### config.mk
export PLATFORM = sky130hd
export DESIGN_NAME = lvp_wait_predictor
export DESIGN_NICKNAME = d
export VERILOG_FILES = /design/src/rtl/lvp_pkg.sv /design/src/rtl/lvp_fold.sv /design/src/rtl/lvp_wr_arb.sv /design/src/rtl/lvp_decay.sv /design/src/rtl/lvp_wait_predictor.sv
export SDC_FILE = /design/constraint.sdc
export NUM_CORES = 1
export LEC_CHECK = 0
export BUFFER_PORTS_ARGS = -buffer_cell sky130_fd_sc_hd__buf_4
export CAP_MARGIN = 15
export CORE_MARGIN = 5
export CORE_UTILIZATION = 40
export DETAILED_ROUTE_END_ITERATION = 7
export MAX_ROUTING_LAYER = met4
export PLACE_DENSITY_LB_ADDON = 0.25
export REMOVE_ABC_BUFFERS = 1
export SKIP_LAST_GASP = 1
export SYNTH_ARGS = -nofsm -noshare
export SYNTH_HDL_FRONTEND = slang
export SYNTH_SLANG_ARGS = --single-unit
### constraint.sdc
create_clock -name clk_i -period 2.1 [get_ports clk_i]
set_input_delay 0.21 -clock clk_i [delete_from_list [all_inputs] [get_ports clk_i]]
set_output_delay 0.21 -clock clk_i [all_outputs]
set_load 0.005 [all_outputs]
### src/rtl/lvp_pkg.sv
package lvp_pkg;
  function automatic int num_slices(input int pc_w, input int idx_w);
    return (pc_w + idx_w - 1) / idx_w;
  endfunction
endpackage

### src/rtl/lvp_fold.sv
module lvp_fold #(
  parameter int PC_W  = 32,
  parameter int IDX_W = 6
) (
  input  logic [PC_W-1:0]  pc_i,
  output logic [IDX_W-1:0] idx_o
);
  localparam int NSL   = lvp_pkg::num_slices(PC_W, IDX_W);
  localparam int PAD_W = NSL * IDX_W;

  logic [PAD_W-1:0] pc_pad;
  logic [IDX_W-1:0] acc [NSL+1];

  assign pc_pad = PAD_W'(pc_i);
  assign acc[0] = '0;

  for (genvar s = 0; s < NSL; s++) begin : g_slice
    assign acc[s+1] = acc[s] ^ pc_pad[s*IDX_W +: IDX_W];
  end

  assign idx_o = acc[NSL];
endmodule

### src/rtl/lvp_wr_arb.sv
module lvp_wr_arb #(
  parameter int N_UPD = 2,
  parameter int IDX_W = 6
) (
  input  logic [N_UPD-1:0]            vld_i,
  input  logic [N_UPD-1:0][IDX_W-1:0] idx_i,
  output logic                        we_o,
  output logic [IDX_W-1:0]            widx_o
);
  // walk from highest port down so the lowest valid port wins
  always_comb begin
    we_o   = 1'b0;
    widx_o = '0;
    for (int p = N_UPD - 1; p >= 0; p--) begin
      if (vld_i[p]) begin
        we_o   = 1'b1;
        widx_o = idx_i[p];
      end
    end
  end
endmodule

### src/rtl/lvp_decay.sv
module lvp_decay #(
  parameter int PERIOD = 4096
) (
  input  logic clk_i,
  input  logic rst_ni,
  output logic clr_o
);
  localparam int CNT_W = (PERIOD > 2) ? $clog2(PERIOD) : 1;
  localparam logic [CNT_W-1:0] LAST = CNT_W'(PERIOD - 1);

  logic [CNT_W-1:0] cnt_q;

  assign clr_o = (cnt_q == LAST);

  always_ff @(posedge clk_i or negedge rst_ni) begin
    if (!rst_ni)    cnt_q <= '0;
    else if (clr_o) cnt_q <= '0;
    else            cnt_q <= cnt_q + 1'b1;
  end
endmodule

### src/rtl/lvp_wait_predictor.sv
module lvp_wait_predictor #(
  parameter int PC_W         = 32,
  parameter int IDX_W        = 6,
  parameter int N_LK         = 2,
  parameter int N_UPD        = 2,
  parameter int DECAY_CYCLES = 4096
) (
  input  logic                       clk_i,
  input  logic                       rst_ni,
  input  logic                       pred_en_i,
  input  logic [N_LK-1:0][PC_W-1:0]  lk_pc_i,
  output logic [N_LK-1:0]            lk_wait_o,
  input  logic [N_UPD-1:0]           upd_vld_i,
  input  logic [N_UPD-1:0][PC_W-1:0] upd_pc_i
);
  localparam int DEPTH = 1 << IDX_W;

  logic [DEPTH-1:0]            table_q;
  logic [N_UPD-1:0][IDX_W-1:0] upd_idx;
  logic                        we;
  logic [IDX_W-1:0]            widx;
  logic                        decay_clr;

  for (genvar u = 0; u < N_UPD; u++) begin : g_upd
    lvp_fold #(.PC_W(PC_W), .IDX_W(IDX_W)) u_fold (
      .pc_i  (upd_pc_i[u]),
      .idx_o (upd_idx[u])
    );
  end

  lvp_wr_arb #(.N_UPD(N_UPD), .IDX_W(IDX_W)) u_arb (
    .vld_i  (upd_vld_i),
    .idx_i  (upd_idx),
    .we_o   (we),
    .widx_o (widx)
  );

  lvp_decay #(.PERIOD(DECAY_CYCLES)) u_decay (
    .clk_i  (clk_i),
    .rst_ni (rst_ni),
    .clr_o  (decay_clr)
  );

  // decay clear wins over a same-edge write
  always_ff @(posedge clk_i or negedge rst_ni) begin
    if (!rst_ni)        table_q <= '0;
    else if (decay_clr) table_q <= '0;
    else if (we)        table_q[widx] <= 1'b1;
  end

  for (genvar l = 0; l < N_LK; l++) begin : g_lk
    logic [IDX_W-1:0] lk_idx;
    lvp_fold #(.PC_W(PC_W), .IDX_W(IDX_W)) u_fold (
      .pc_i  (lk_pc_i[l]),
      .idx_o (lk_idx)
    );
    assign lk_wait_o[l] = pred_en_i & table_q[lk_idx];
  end
endmodule

==> results.txt, run 1 <==
----------------------------------------------------
[Yosys]
  Ys async rst share ... 1.00
  Primary FF master, synth ... sky130_fd_sc_hd__dfrtp_1
  Fraction of synthesized cell area taken by the top area cell type ... 0.359
  Gate count after technology mapping ... 532
  Post-synthesis cell area ... 0.00529 sq mm
  Library cell with the largest summed area after synthesis ... sky130_fd_sc_hd__dfrtp_1
  Number of different library cells in the post-synthesis netlist ... 45
  Post-Syn Area per Cell ... 9.95 sq um
  Number of warnings printed during yosys synthesis ... 0
  Cell types occupying the most area after synthesis ... sky130_fd_sc_hd__dfrtp_1 36%, sky130_fd_sc_hd__mux2i_1 9.5%, sky130_fd_sc_hd__xnor2_1 8.3%
  Portion of the post-synthesis area used by sequential elements ... 0.359
  Count of flip-flops with a built-in enable after synthesis ... 0
  Top cell types by occurrence after synthesis ... 89 x sky130_fd_sc_hd__nor2_1, 76 x sky130_fd_sc_hd__dfrtp_1, 73 x sky130_fd_sc_hd__a21oi_1, 50 x sky130_fd_sc_hd__mux2i_1, 50 x sky130_fd_sc_hd__xnor2_1
  Flop and latch count out of synthesis ... 76
  Most frequent cell after synthesis ... sky130_fd_sc_hd__nor2_1

[Timing]
  Transition time of the tightest slew-check pin ... 0.964 ns
  Final Hold Vio Count ... 0
  Fin crit share ... 1.23
  Maximum clock skew at final layout ... 0.00704 ns
  Setup-failing EPs final ... 2
  Final critical-path setup slack ... -0.489 ns
  Unrepaired setup endpoints after global routing ... true
  Fin Setup TNS ... -0.891 ns
  Minimum clock period ... 2.59 ns
  Timing-limited maximum frequency ... 386 MHz
  Total count of max-transition violations in the final report ... 0
  Worst slew slack as a fraction of its limit ... 0.355

[Worst setup path]
  Buffer and inverter count on the worst path ... 3
  Worst EP required ... 1.89 ns
  Delay contributed by the slowest stage of the critical path ... 0.51 ns
  Cell at the slowest stage of the critical path ... sky130_fd_sc_hd__xor3_2
  Critical path startpoint category ... primary input
  Worst Reg2Reg Path Length in Cells ... 5
  Arrival time of the worst setup path ... 2.38 ns
  Type of the worst setup path ... primary input to primary output
  Largest fanout of any net on the critical path ... 28
  Critical Path End Type ... primary output
  Cells along the critical path ... buf_4 > xnor2_2 > xor3_2 > buf_12 > mux2i_1 > a221oi_1 > a22o_1 > o311a_1 > buf_4
  Crit path max-delay family ... compound AO/OA/AOI/OAI gates
  Most frequent cell on the critical path ... sky130_fd_sc_hd__buf_4
  Total stage count of the critical path ... 9

[Clock network]
  Worst-skew pair later-pin latency ... 0.34 ns
  Number of clock sinks seen by CTS ... 76
  Clock root buffer master ... sky130_fd_sc_hd__clkbuf_16
  Number of buffers created by CTS ... 9
  Clock tree from TritonCTS ... yes
  Clock Tree Buf Depth ... 2
  Number of H-tree branching levels ... 3
  Clock transition at path regs ... 0.06 ns

[Detailed routing]
  Total via count after detailed routing ... 4657
  Number of design rule violations left after detail routing ... 0
  ANT nets after route ... 0
  Wirelength, routed ... 15.3 mm
  Detailed Routing Iterations Pass 1 ... 5
  Wire per inst ... 17.4 um
  Post-DR vias/cell ... 5.30
  Number of violations reported at the end of detailed-routing iteration 0 ... 243

[Global routing]
  Overall fraction of global-route tracks in use ... 0.205
  Pin count of the biggest net entering global routing ... 77
  Initial antenna violation count ... 0
  Wire length of the first global-routing pass ... 25.1 mm
  Overflow left after global routing ... 0
  Vias in the first global route ... 4730

[Floorplanning]
  Number of placement rows ... 42
  Overall die width ... 125 um
  Count of pins on the block boundary ... 135
  Area enclosed by the die boundary ... 0.0156 sq mm
  Height of the chip ... 125 um
  Core area ... 0.0131 sq mm
  Effective utilization at floorplan ... 0.404

[Job]
  Max_cap viols ... 0

[Place]
  Detailed Place HPWL ... 11.8 mm
  Global placer's final weighted congestion ... 0.945
  Cell total after placement ... 859
  Placed Area ... 0.00672 sq mm
  Quantity of I/O buffers inserted on ports ... 134

[Pwr]
  Largest voltage drop on the vdd net ... 0.427 mV
  Power density relative to cell area ... 1060 mW/mm^2
  Total chip power ... 7.51 mW
  Leakage Power ... 3.46 nW

[Cells and area]
  Area delta synth->final ... 34.2%
  Final Non-Filler Cells ... 879
  Total number of nets in the final design ... 832
  Fraction of final layout cells with drive strength greater than 1 ... 0.312
  Antenna cell count ... 0
  Total non-filler cell area in the finished layout ... 0.00710 sq mm

[Hold path]
  Type of the worst min-delay path ... primary input to async pin

[Outcome]
  Result of the run ... complete, but fails checks
  Failing checks ... negative setup slack

----------------------------------------------------
-- cell type report --
type	instances	area [sq um]
inverters	4	15.0
clock buffers	9	225
well taps	176	220
flip-flops and latches	76	1900
clock inverters	7	58.8
multi-input cells	433	3330
repair buffers	174	1350
fillers	1186	5980
-- final timing paths --
| check | startpoint | end | slack (ns) |
|---|---|---|---|
| min reg2reg | u_decay.cnt_q[8] | u_decay.cnt_q[8] | 0.47 |
| min | rst_ni | u_decay.cnt_q[3] | 0.42 |
| max reg2reg | u_decay.cnt_q[0] | table_q[5] | 0.21 |
| max in group asynchronous | rst_ni | table_q[61] | 1.35 |
| min in group clk_i | u_decay.cnt_q[8] | u_decay.cnt_q[8] | 0.47 |
| max | lk_pc_i[24] | lk_wait_o[0] | -0.49 |
-- registers in the layout, summed over array words and instances, names as in the netlist --
| signal | flops |
|---|---|
| u_decay.cnt_q | 12 |
| table_q | 64 |
-- report_power, final --
| part | internal (mW) | switching, mW | leakage [nW] | total [mW] |
|---|---|---|---|---|
| Combinational | 1.66 | 1.75 | 2.41 | 3.41 |
| Clock | 0.818 | 0.656 | 0.138 | 1.47 |
| Sequential | 2.06 | 0.565 | 0.915 | 2.62 |
| Total | 4.54 | 2.97 | 3.46 | 7.51 |
-- tightest hold or removal path: stages --
cell and delay, ns:
sky130_fd_sc_hd__dlygate4sd3_1 0.53, sky130_fd_sc_hd__buf_4 0.11, sky130_fd_sc_hd__buf_12 0.32
-- what timing repair did --
action                                 CTS  global route
hold buffers                             1             0
endpoints found under the hold margin   76             0
buffers inserted                         2             1
setup endpoints to repair                3            17
gates resized for setup                  3             9
pin swaps                                3             2
-- layout by cell type (no fill, tap or decap), types with 3 or more instances in the layout --
cell / instances
sky130_fd_sc_hd__nand2_1: 35
sky130_fd_sc_hd__buf_12: 3
sky130_fd_sc_hd__a22o_1: 7
sky130_fd_sc_hd__a21oi_1: 73
sky130_fd_sc_hd__a211oi_1: 6
sky130_fd_sc_hd__a221oi_1: 3
sky130_fd_sc_hd__buf_4: 170
sky130_fd_sc_hd__xor2_1: 23
sky130_fd_sc_hd__dfrtp_1: 76
sky130_fd_sc_hd__nor2b_1: 6
sky130_fd_sc_hd__o21ai_0: 4
sky130_fd_sc_hd__xnor2_1: 46
sky130_fd_sc_hd__and2_1: 6
sky130_fd_sc_hd__a221oi_2: 6
sky130_fd_sc_hd__nand3_1: 9
sky130_fd_sc_hd__a22oi_1: 6
sky130_fd_sc_hd__mux4_2: 3
sky130_fd_sc_hd__and3_1: 5
sky130_fd_sc_hd__xnor2_2: 6
sky130_fd_sc_hd__mux2i_1: 49
sky130_fd_sc_hd__xnor3_1: 16
sky130_fd_sc_hd__nor2_1: 88
sky130_fd_sc_hd__nand2b_1: 3
sky130_fd_sc_hd__inv_1: 4
sky130_fd_sc_hd__clkbuf_16: 9
-- kinds of logic after synthesis --
logic type      Yosys count  share of synthesized area
flops                    76                      0.359
xor+xnor                 97                      0.222
buf+inv                  23                     0.0232
fa+ha+maj                 1                    0.00236
compound gates          119                      0.143
mux                      54                      0.112
simple gates            162                      0.138
-- through the flow --
stage / utilization / setup WS [ns] / hold slack [ns]
4_1_cts: 0.539 / -0.462 / 0.431
6_report: 0.543 / -0.489 / 0.415
3_3_place_gp: 0.514 / -0.543 / 0.247
5_1_grt: 0.543 / -0.549 / 0.454
2_1_floorplan: - / -1.88 / -0.0856
3_5_place_dp: 0.514 / -0.534 / 0.261
-- metal layers --
metal	global-route usage	up-vias	wire length, um
met3	0.0507	18	1120
met5	-	-	0
met4	0.0536	0	257
met1	0.271	2235	6750
met2	0.319	188	7200
li1	-	2216	-
No activity file was read; power rests on OpenSTA's default activity.
==> inputs of run 2 (changes only) <==
--- a/config.mk
+++ b/config.mk
@@ -5,9 +5,10 @@
 export SDC_FILE = /design/constraint.sdc
 export NUM_CORES = 1
 export LEC_CHECK = 0
+export ABC_AREA = 1
 export BUFFER_PORTS_ARGS = -buffer_cell sky130_fd_sc_hd__buf_4
 export CAP_MARGIN = 15
-export CORE_MARGIN = 5
+export CORE_MARGIN = 4
 export CORE_UTILIZATION = 40
 export DETAILED_ROUTE_END_ITERATION = 7
 export MAX_ROUTING_LAYER = met4
==> run 2 against run 1 <==
Against the previous run:
- the run now ends clean
- die area grew 4.8%
- non-clock buffer count shrank 3
- worst setup slack gained 0.53 ns
- register-to-register slack is essentially flat
- power shrank 7.2%
- first-iteration DRC count grew to 2.6 times the previous value
- final cell count grew 30%
- critical path depth grew 7
- clock-buffer cell count grew 1
- clock power grew 6%
- combinational power shrank 12%
- via count grew 27%
- critical path type unchanged
- largest power group unchanged
==> results.txt, run 2 <==
----------------------------------------------------
[Yosys]
  Portion of netlist area occupied by mux cells ... 0
  Primary FF master, synth ... sky130_fd_sc_hd__dfrtp_1
  Fraction of synthesized cell area taken by the top area cell type ... 0.330
  Compound-Gate Fraction of Synth Area ... 0.0899
  Top cell types by occurrence after synthesis ... 184 x sky130_fd_sc_hd__nand2_1, 153 x sky130_fd_sc_hd__nand3_1, 80 x sky130_fd_sc_hd__nor2_1, 76 x sky130_fd_sc_hd__dfrtp_1, 69 x sky130_fd_sc_hd__a21oi_1
  Simple-gate area share of the yosys netlist ... 0.344
  Ys async rst share ... 1.00
  Area share of fa/ha/maj cells after synthesis ... 0.00217
  Largest family of logic cells by synthesized area ... simple AND/OR/NAND/NOR gates
  Number of warnings printed during yosys synthesis ... 0
  Flop and latch count out of synthesis ... 76
  Most frequent cell after synthesis ... sky130_fd_sc_hd__nand2_1
  Parity-gate share of the synthesized area counting xor and xnor cells ... 0.154
  Count of flip-flops with a built-in enable after synthesis ... 0
  Portion of the post-synthesis area used by sequential elements ... 0.330
  Post-synthesis cell area ... 0.00576 sq mm
  Gate count after technology mapping ... 806
  Post-Syn Area per Cell ... 7.15 sq um
  Number of different library cells in the post-synthesis netlist ... 30
  Cell types occupying the most area after synthesis ... sky130_fd_sc_hd__dfrtp_1 33%, sky130_fd_sc_hd__nand3_1 13%, sky130_fd_sc_hd__nand2_1 12%
  Library cell with the largest summed area after synthesis ... sky130_fd_sc_hd__dfrtp_1

[Cells and area]
  Total number of nets in the final design ... 1095
  Final Non-Filler Cells ... 1146
  Total non-filler cell area in the finished layout ... 0.00797 sq mm
  Fill count ... 1325
  Area of combinational cells with multiple inputs ... 0.00365 sq mm
  Antenna cell count ... 0
  Area taken by flip-flops and latches ... 0.00190 sq mm
  Commonest cells after routing, fill and taps aside ... 167 x sky130_fd_sc_hd__nand2_1, 146 x sky130_fd_sc_hd__nand3_1, 142 x sky130_fd_sc_hd__buf_4
  Fraction of final layout cells with drive strength greater than 1 ... 0.283
  Most frequent standard cell in the layout excluding fill and tap cells ... sky130_fd_sc_hd__nand2_1
  Register with the highest flop count ... table_q
  Top flop regs ... table_q: 64 flops, u_decay.cnt_q: 12 flops
  Max reg flops ... 64
  Area delta synth->final ... 38.4%

[Worst setup path]
  Largest fanout of any net on the critical path ... 8
  Cells along the critical path ... buf_6 > nor2_4 > nor2_4 > nand2_2 > nand3_4 > nand2_8 > clkbuf_16 > nand2_1 > nand3_1 > nand3_1 > nand3_2 > nand3_1 > nand3_1 > nand2_1 > nor2_2 > buf_4
  Crit path max-delay family ... simple AND/OR/NAND/NOR gates
  Setup crit end ... lk_wait_o[0]
  R2R Path Start ... u_decay.cnt_q[0]
  Delay contributed by the slowest stage of the critical path ... 0.18 ns
  Critical path startpoint category ... primary input
  Worst Reg2Reg Path Length in Cells ... 13
  Cell at the slowest stage of the critical path ... sky130_fd_sc_hd__nand2_8
  Reg-to-Reg End ... table_q[0]
  Type of the worst setup path ... primary input to primary output
  Arrival time of the worst setup path ... 1.85 ns
  Worst EP required ... 1.89 ns
  Start point of the critical path ... lk_pc_i[6]
  Most frequent cell on the critical path ... sky130_fd_sc_hd__nand3_1
  Critical Path End Type ... primary output
  Total stage count of the critical path ... 16
  Buffer and inverter count on the worst path ... 3
  Setup slack on the worst flop-to-flop path ... 0.21 ns

[Timing]
  Unrepaired setup endpoints after global routing ... true
  Fin crit share ... 0.980
  Final Hold Vio Count ... 0
  Total count of max-transition violations in the final report ... 0
  Maximum clock skew at final layout ... 0.00754 ns
  Minimum clock period ... 2.06 ns
  Setup-failing EPs final ... 0
  Fin Setup TNS ... 0 ns
  Worst Hold Slack ... 0.318 ns
  Worst slew slack as a fraction of its limit ... 0.700
  Timing-limited maximum frequency ... 486 MHz
  Transition time of the tightest slew-check pin ... 0.450 ns

[Pwr]
  Leakage Power ... 3.88 nW
  Part of the total power dissipated in combinational logic ... 0.431
  Share of total power in sequential cells ... 0.345
  Share of total power in the clock network ... 0.224
  Net Sw Frac ... 0.390
  Largest voltage drop on the vdd net ... 0.368 mV
  Power density relative to cell area ... 874 mW/mm^2
  Internal ... 4.25 mW
  Sw power ... 2.72 mW

[Global routing]
  Pin count of the biggest net entering global routing ... 41
  Overall fraction of global-route tracks in use ... 0.206
  Vias in the first global route ... 5519
  Overflow left after global routing ... 0
  Initial antenna violation count ... 0
  Wire length of the first global-routing pass ... 26.5 mm

[Clock network]
  Worst-skew pair later-pin latency ... 0.35 ns
  Number of clock sinks seen by CTS ... 76
  Clock Tree Buf Depth ... 2
  Clock transition at path regs ... 0.06 ns
  Clock tree from TritonCTS ... yes
  Number of buffers created by CTS ... 9
  Clock root buffer master ... sky130_fd_sc_hd__clkbuf_16
  Number of H-tree branching levels ... 3

[Floorplanning]
  Number of placement rows ... 43
  Count of pins on the block boundary ... 135
  Overall die width ... 128 um
  Effective utilization at floorplan ... 0.412
  Area enclosed by the die boundary ... 0.0164 sq mm
  Core area ... 0.0140 sq mm
  Height of the chip ... 128 um

[Place]
  Cell total after placement ... 1120
  Detailed Place HPWL ... 11.9 mm
  Global placer's final weighted congestion ... 0.940
  Placed Area ... 0.00714 sq mm
  Quantity of I/O buffers inserted on ports ... 134

[Hold path]
  Type of the worst min-delay path ... primary input to async pin

[Job]
  Max_cap viols ... 0

[Detailed routing]
  Wire per inst ... 15.0 um
  Wirelength, routed ... 17.2 mm
  Total via count after detailed routing ... 5927
  Post-DR vias/cell ... 5.17
  Number of violations reported at the end of detailed-routing iteration 0 ... 637
  ANT nets after route ... 0
  Number of design rule violations left after detail routing ... 0
  Detailed Routing Iterations Pass 1 ... 5

[Outcome]
  Result of the run ... complete, no violations

----------------------------------------------------
[run 2: logic make-up after synthesis]
logic type	Yosys count
buffers and inverters	100
xor gates and xnor gates	89
DFF	76
and+or+nand+nor	445
AOI/OAI and AO/OA	95
adders and majority gates	1
[run 2: per-stage QoR]
stage / utilization / worst slack, ns / power [mW]
2_1_floorplan: - / -0.823 / 4.02
3_3_place_gp: 0.510 / 0.0302 / 5.05
3_5_place_dp: 0.510 / 0.0189 / 5.08
4_1_cts: 0.533 / 0.00939 / 6.67
5_1_grt: 0.570 / -0.153 / 7.45
6_report: 0.570 / 0.0430 / 6.96
[run 2: worst min-delay path by stage]
stage	startpoint	to	slack, ns	cells past startpoint
after global routing	rst_ni	u_decay.cnt_q[8]	0.35	2
after detailed placement	rst_ni	u_decay.cnt_q[7]	0.16	1
final	rst_ni	u_decay.cnt_q[8]	0.32	2
after floorplan	rst_ni	table_q[0]	-0.09	0
after CTS	rst_ni	table_q[14]	0.33	2
after global placement	rst_ni	u_decay.cnt_q[7]	0.16	1
[run 2: per-layer routing]
| layer | share of wire | global-route usage |
|---|---|---|
| met5 | 0 | - |
| met4 | 0.030 | 0.0918 |
| met3 | 0.10 | 0.0471 |
| met2 | 0.47 | 0.318 |
| met1 | 0.40 | 0.259 |
[run 2: cell type report]
| type | instances | share of cell area |
|---|---|---|
| inverter | 73 | 0.0370 |
| sequential | 76 | 0.239 |
| clock inverter | 6 | 0.00801 |
| timing repair buffer | 171 | 0.200 |
| clock buffer | 10 | 0.0300 |
| tap | 180 | 0.0283 |
| multi-input combinational | 630 | 0.458 |
[run 2: power by group through the flow]
stage	Sequential, mW	Clock, mW	Combinational (mW)
detailed placement	2.40	0	2.69
floorplan	2.24	0	1.78
global route	2.45	1.65	3.36
CTS	2.38	1.59	2.71
finish	2.40	1.56	3.00
global placement	2.40	0	2.65
[run 2: what timing repair did]
item,4_1_cts,5_1_grt
hold buffers,1,0
hold endpoints to repair,27,0
gates resized for setup,0,77
buffers inserted,0,1
endpoints found under the setup margin,0,8
==> inputs of run 3 (changes only) <==
--- a/config.mk
+++ b/config.mk
@@ -9,7 +9,7 @@
 export BUFFER_PORTS_ARGS = -buffer_cell sky130_fd_sc_hd__buf_4
 export CAP_MARGIN = 15
 export CORE_MARGIN = 4
-export CORE_UTILIZATION = 40
+export CORE_UTILIZATION = 50
 export DETAILED_ROUTE_END_ITERATION = 7
 export MAX_ROUTING_LAYER = met4
 export PLACE_DENSITY_LB_ADDON = 0.25
==> run 3 against run 2 <==
Against the previous run:
- sequential cell count is the same
- critical path depth grew 1
- sequential power grew 3%
- maximum frequency grew 2.0%
- sequential share of layout area grew 0.61 points
- clock power grew 12%
- routed wire length shrank 2.5%
- core utilization grew 13 points
- register-to-register slack lost 0.02 ns
- hold slack lost 0.024 ns
- final area shrank 2.5%
- critical endpoint is now lk_wait_o[1]
==> results.txt, run 3 (synthesis results as in run 2) <==
----------------------------------------------------
[Timing]
  Fin crit share ... 0.960
  Timing-limited maximum frequency ... 496 MHz
  Final Hold Vio Count ... 0
  Maximum clock skew at final layout ... 0.00817 ns
  Transition time of the tightest slew-check pin ... 0.418 ns
  Minimum clock period ... 2.02 ns
  Total count of max-transition violations in the final report ... 0
  Worst Hold Slack ... 0.295 ns
  Unrepaired setup endpoints after global routing ... true
  Worst slew slack as a fraction of its limit ... 0.721
  Setup-failing EPs final ... 0
  Final critical-path setup slack ... 0.0841 ns

[Pwr]
  Leakage Power ... 3.83 nW
  Largest voltage drop on the vdd net ... 0.558 mV
  Power density relative to cell area ... 912 mW/mm^2

[Cells and area]
  Register with the highest flop count ... table_q
  Area delta synth->final ... 35.0%
  Antenna cell count ... 0
  Most frequent standard cell in the layout excluding fill and tap cells ... sky130_fd_sc_hd__nand2_1
  Fin util ... 0.702
  Commonest cells after routing, fill and taps aside ... 174 x sky130_fd_sc_hd__nand2_1, 146 x sky130_fd_sc_hd__buf_4, 144 x sky130_fd_sc_hd__nand3_1
  Top flop regs ... table_q: 64 flops, u_decay.cnt_q: 12 flops
  Final Non-Filler Cells ... 1102
  Total number of nets in the final design ... 1091
  Fill count ... 956
  Max reg flops ... 64
  Fraction of final layout cells with drive strength greater than 1 ... 0.273

[Clock network]
  Clock Tree Buf Depth ... 2
  Number of H-tree branching levels ... 3
  Worst-skew pair later-pin latency ... 0.34 ns
  Clock tree from TritonCTS ... yes
  Clock transition at path regs ... 0.07 ns
  Clock root buffer master ... sky130_fd_sc_hd__clkbuf_16
  Number of buffers created by CTS ... 9
  Number of clock sinks seen by CTS ... 76

[Place]
  Quantity of I/O buffers inserted on ports ... 134
  Global placer's final weighted congestion ... 0.954
  Detailed Place HPWL ... 11.8 mm
  Setup slack after placement ... 0.0388 ns
  Cell total after placement ... 1076

[Worst setup path]
  Largest fanout of any net on the critical path ... 15
  Cell at the slowest stage of the critical path ... sky130_fd_sc_hd__buf_6
  Type of the worst setup path ... primary input to primary output
  R2R Path Start ... u_decay.cnt_q[0]
  Worst Reg2Reg Path Length in Cells ... 9
  Worst EP required ... 1.89 ns
  Arrival time of the worst setup path ... 1.81 ns
  Reg-to-Reg End ... table_q[1]
  Critical Path End Type ... primary output
  Critical path startpoint category ... primary input
  Setup slack on the worst flop-to-flop path ... 0.19 ns
  Delay contributed by the slowest stage of the critical path ... 0.17 ns
  Cells along the critical path ... buf_4 > inv_1 > nand2_1 > nand2_1 > nand2_1 > nand3_4 > nand2_8 > buf_6 > nand2_1 > nand3_1 > nand3_1 > nand3_1 > nand3_1 > nand3_1 > nand2_1 > nor2_1 > buf_4

[Detailed routing]
  Met2 wire length ... 7.84 mm
  Detailed Routing Iterations Pass 1 ... 5
  Wire per inst ... 15.2 um
  Total via count after detailed routing ... 6083
  Wirelength, routed ... 16.8 mm
  Number of violations reported at the end of detailed-routing iteration 0 ... 482
  Post-DR vias/cell ... 5.52
  Number of design rule violations left after detail routing ... 0
  Highest metal layer with signal wires ... met4
  Routed met3 length ... 1.93 mm
  ANT nets after route ... 0
  Detailed-routing wirelength on met1 ... 6.57 mm

[Floorplanning]
  Core area ... 0.0111 sq mm
  Count of pins on the block boundary ... 135
  Height of the chip ... 115 um
  Number of placement rows ... 38
  Effective utilization at floorplan ... 0.520
  Area enclosed by the die boundary ... 0.0133 sq mm
  Overall die width ... 115 um

[Global routing]
  Pin count of the biggest net entering global routing ... 65
  Wire length of the first global-routing pass ... 26.2 mm
  Initial antenna violation count ... 0
  Vias in the first global route ... 5690
  Overall fraction of global-route tracks in use ... 0.251
  Overflow left after global routing ... 0

[Outcome]
  Result of the run ... complete, no violations

[Hold path]
  Type of the worst min-delay path ... primary input to async pin

[Job]
  Max_cap viols ... 0

----------------------------------------------------
## run 3: cell types whose count changed in the layout (fill, tap and decap cells not counted), moves of 3 or more
cell,change
sky130_fd_sc_hd__inv_6,+3
sky130_fd_sc_hd__nand2_1,+7
sky130_fd_sc_hd__buf_12,-6
sky130_fd_sc_hd__buf_4,+4
sky130_fd_sc_hd__nand2_2,-6
## run 3: critical path: cells and delay by family
kind / cells / cell delay, ns
simple gates: 13 / 1.17
buf+inv: 4 / 0.42
## run 3: final cells by class
type                            instances  area, sq um  area share
Inverter                               73          288      0.0370
Tap cell                              140          175      0.0225
Clock inverter                          7          105      0.0135
Sequential cell                        76         1900       0.245
Timing Repair Buffer                  167         1460       0.188
Multi-Input combinational cell        630         3610       0.465
Clock buffer                            9          225      0.0290
## run 3: report_power, final
part	total [mW]	internal, mW	switching, mW	leakage, nW
clock	1.74	1.06	0.676	0.159
combinational	2.89	1.28	1.61	2.82
sequential	2.46	1.94	0.519	0.845
## run 3: worst max path at each step
| stage | startpoint | end | slack [ns] | cells past startpoint |
|---|---|---|---|---|
| after CTS | lk_pc_i[0] | lk_wait_o[0] | 0.02 | 18 |
| after global placement | lk_pc_i[0] | lk_wait_o[0] | 0.09 | 18 |
| after detailed placement | lk_pc_i[0] | lk_wait_o[0] | 0.04 | 18 |
| after floorplan | u_decay.cnt_q[0] | table_q[0] | -0.82 | 13 |
| after global routing | lk_pc_i[56] | lk_wait_o[1] | -0.10 | 17 |
| final | lk_pc_i[56] | lk_wait_o[1] | 0.08 | 17 |
## run 3: routing by layer
layer | GRT usage | up-vias
met5 | - | -
met4 | 0.0704 | 0
met3 | 0.0542 | 45
met2 | 0.395 | 344
met1 | 0.326 | 2779
li1 | - | 2915
## run 3: what timing repair did
action	4_1_cts	5_1_grt
endpoints found under the setup margin	0	66
gates resized for setup	0	67
hold buffers	1	0
endpoints found under the hold margin	21	0
buffers inserted	0	4
## run 3: stage by stage
stage / total power, mW / area (sq um) / TNS, ns
floorplan: 4.02 / 5580 / -41.24
global placement: 5.00 / 7010 / 0
detailed placement: 5.04 / 7010 / 0
CTS: 6.80 / 7350 / 0
global route: 7.54 / 7770 / -0.139
finish: 7.09 / 7770 / 0
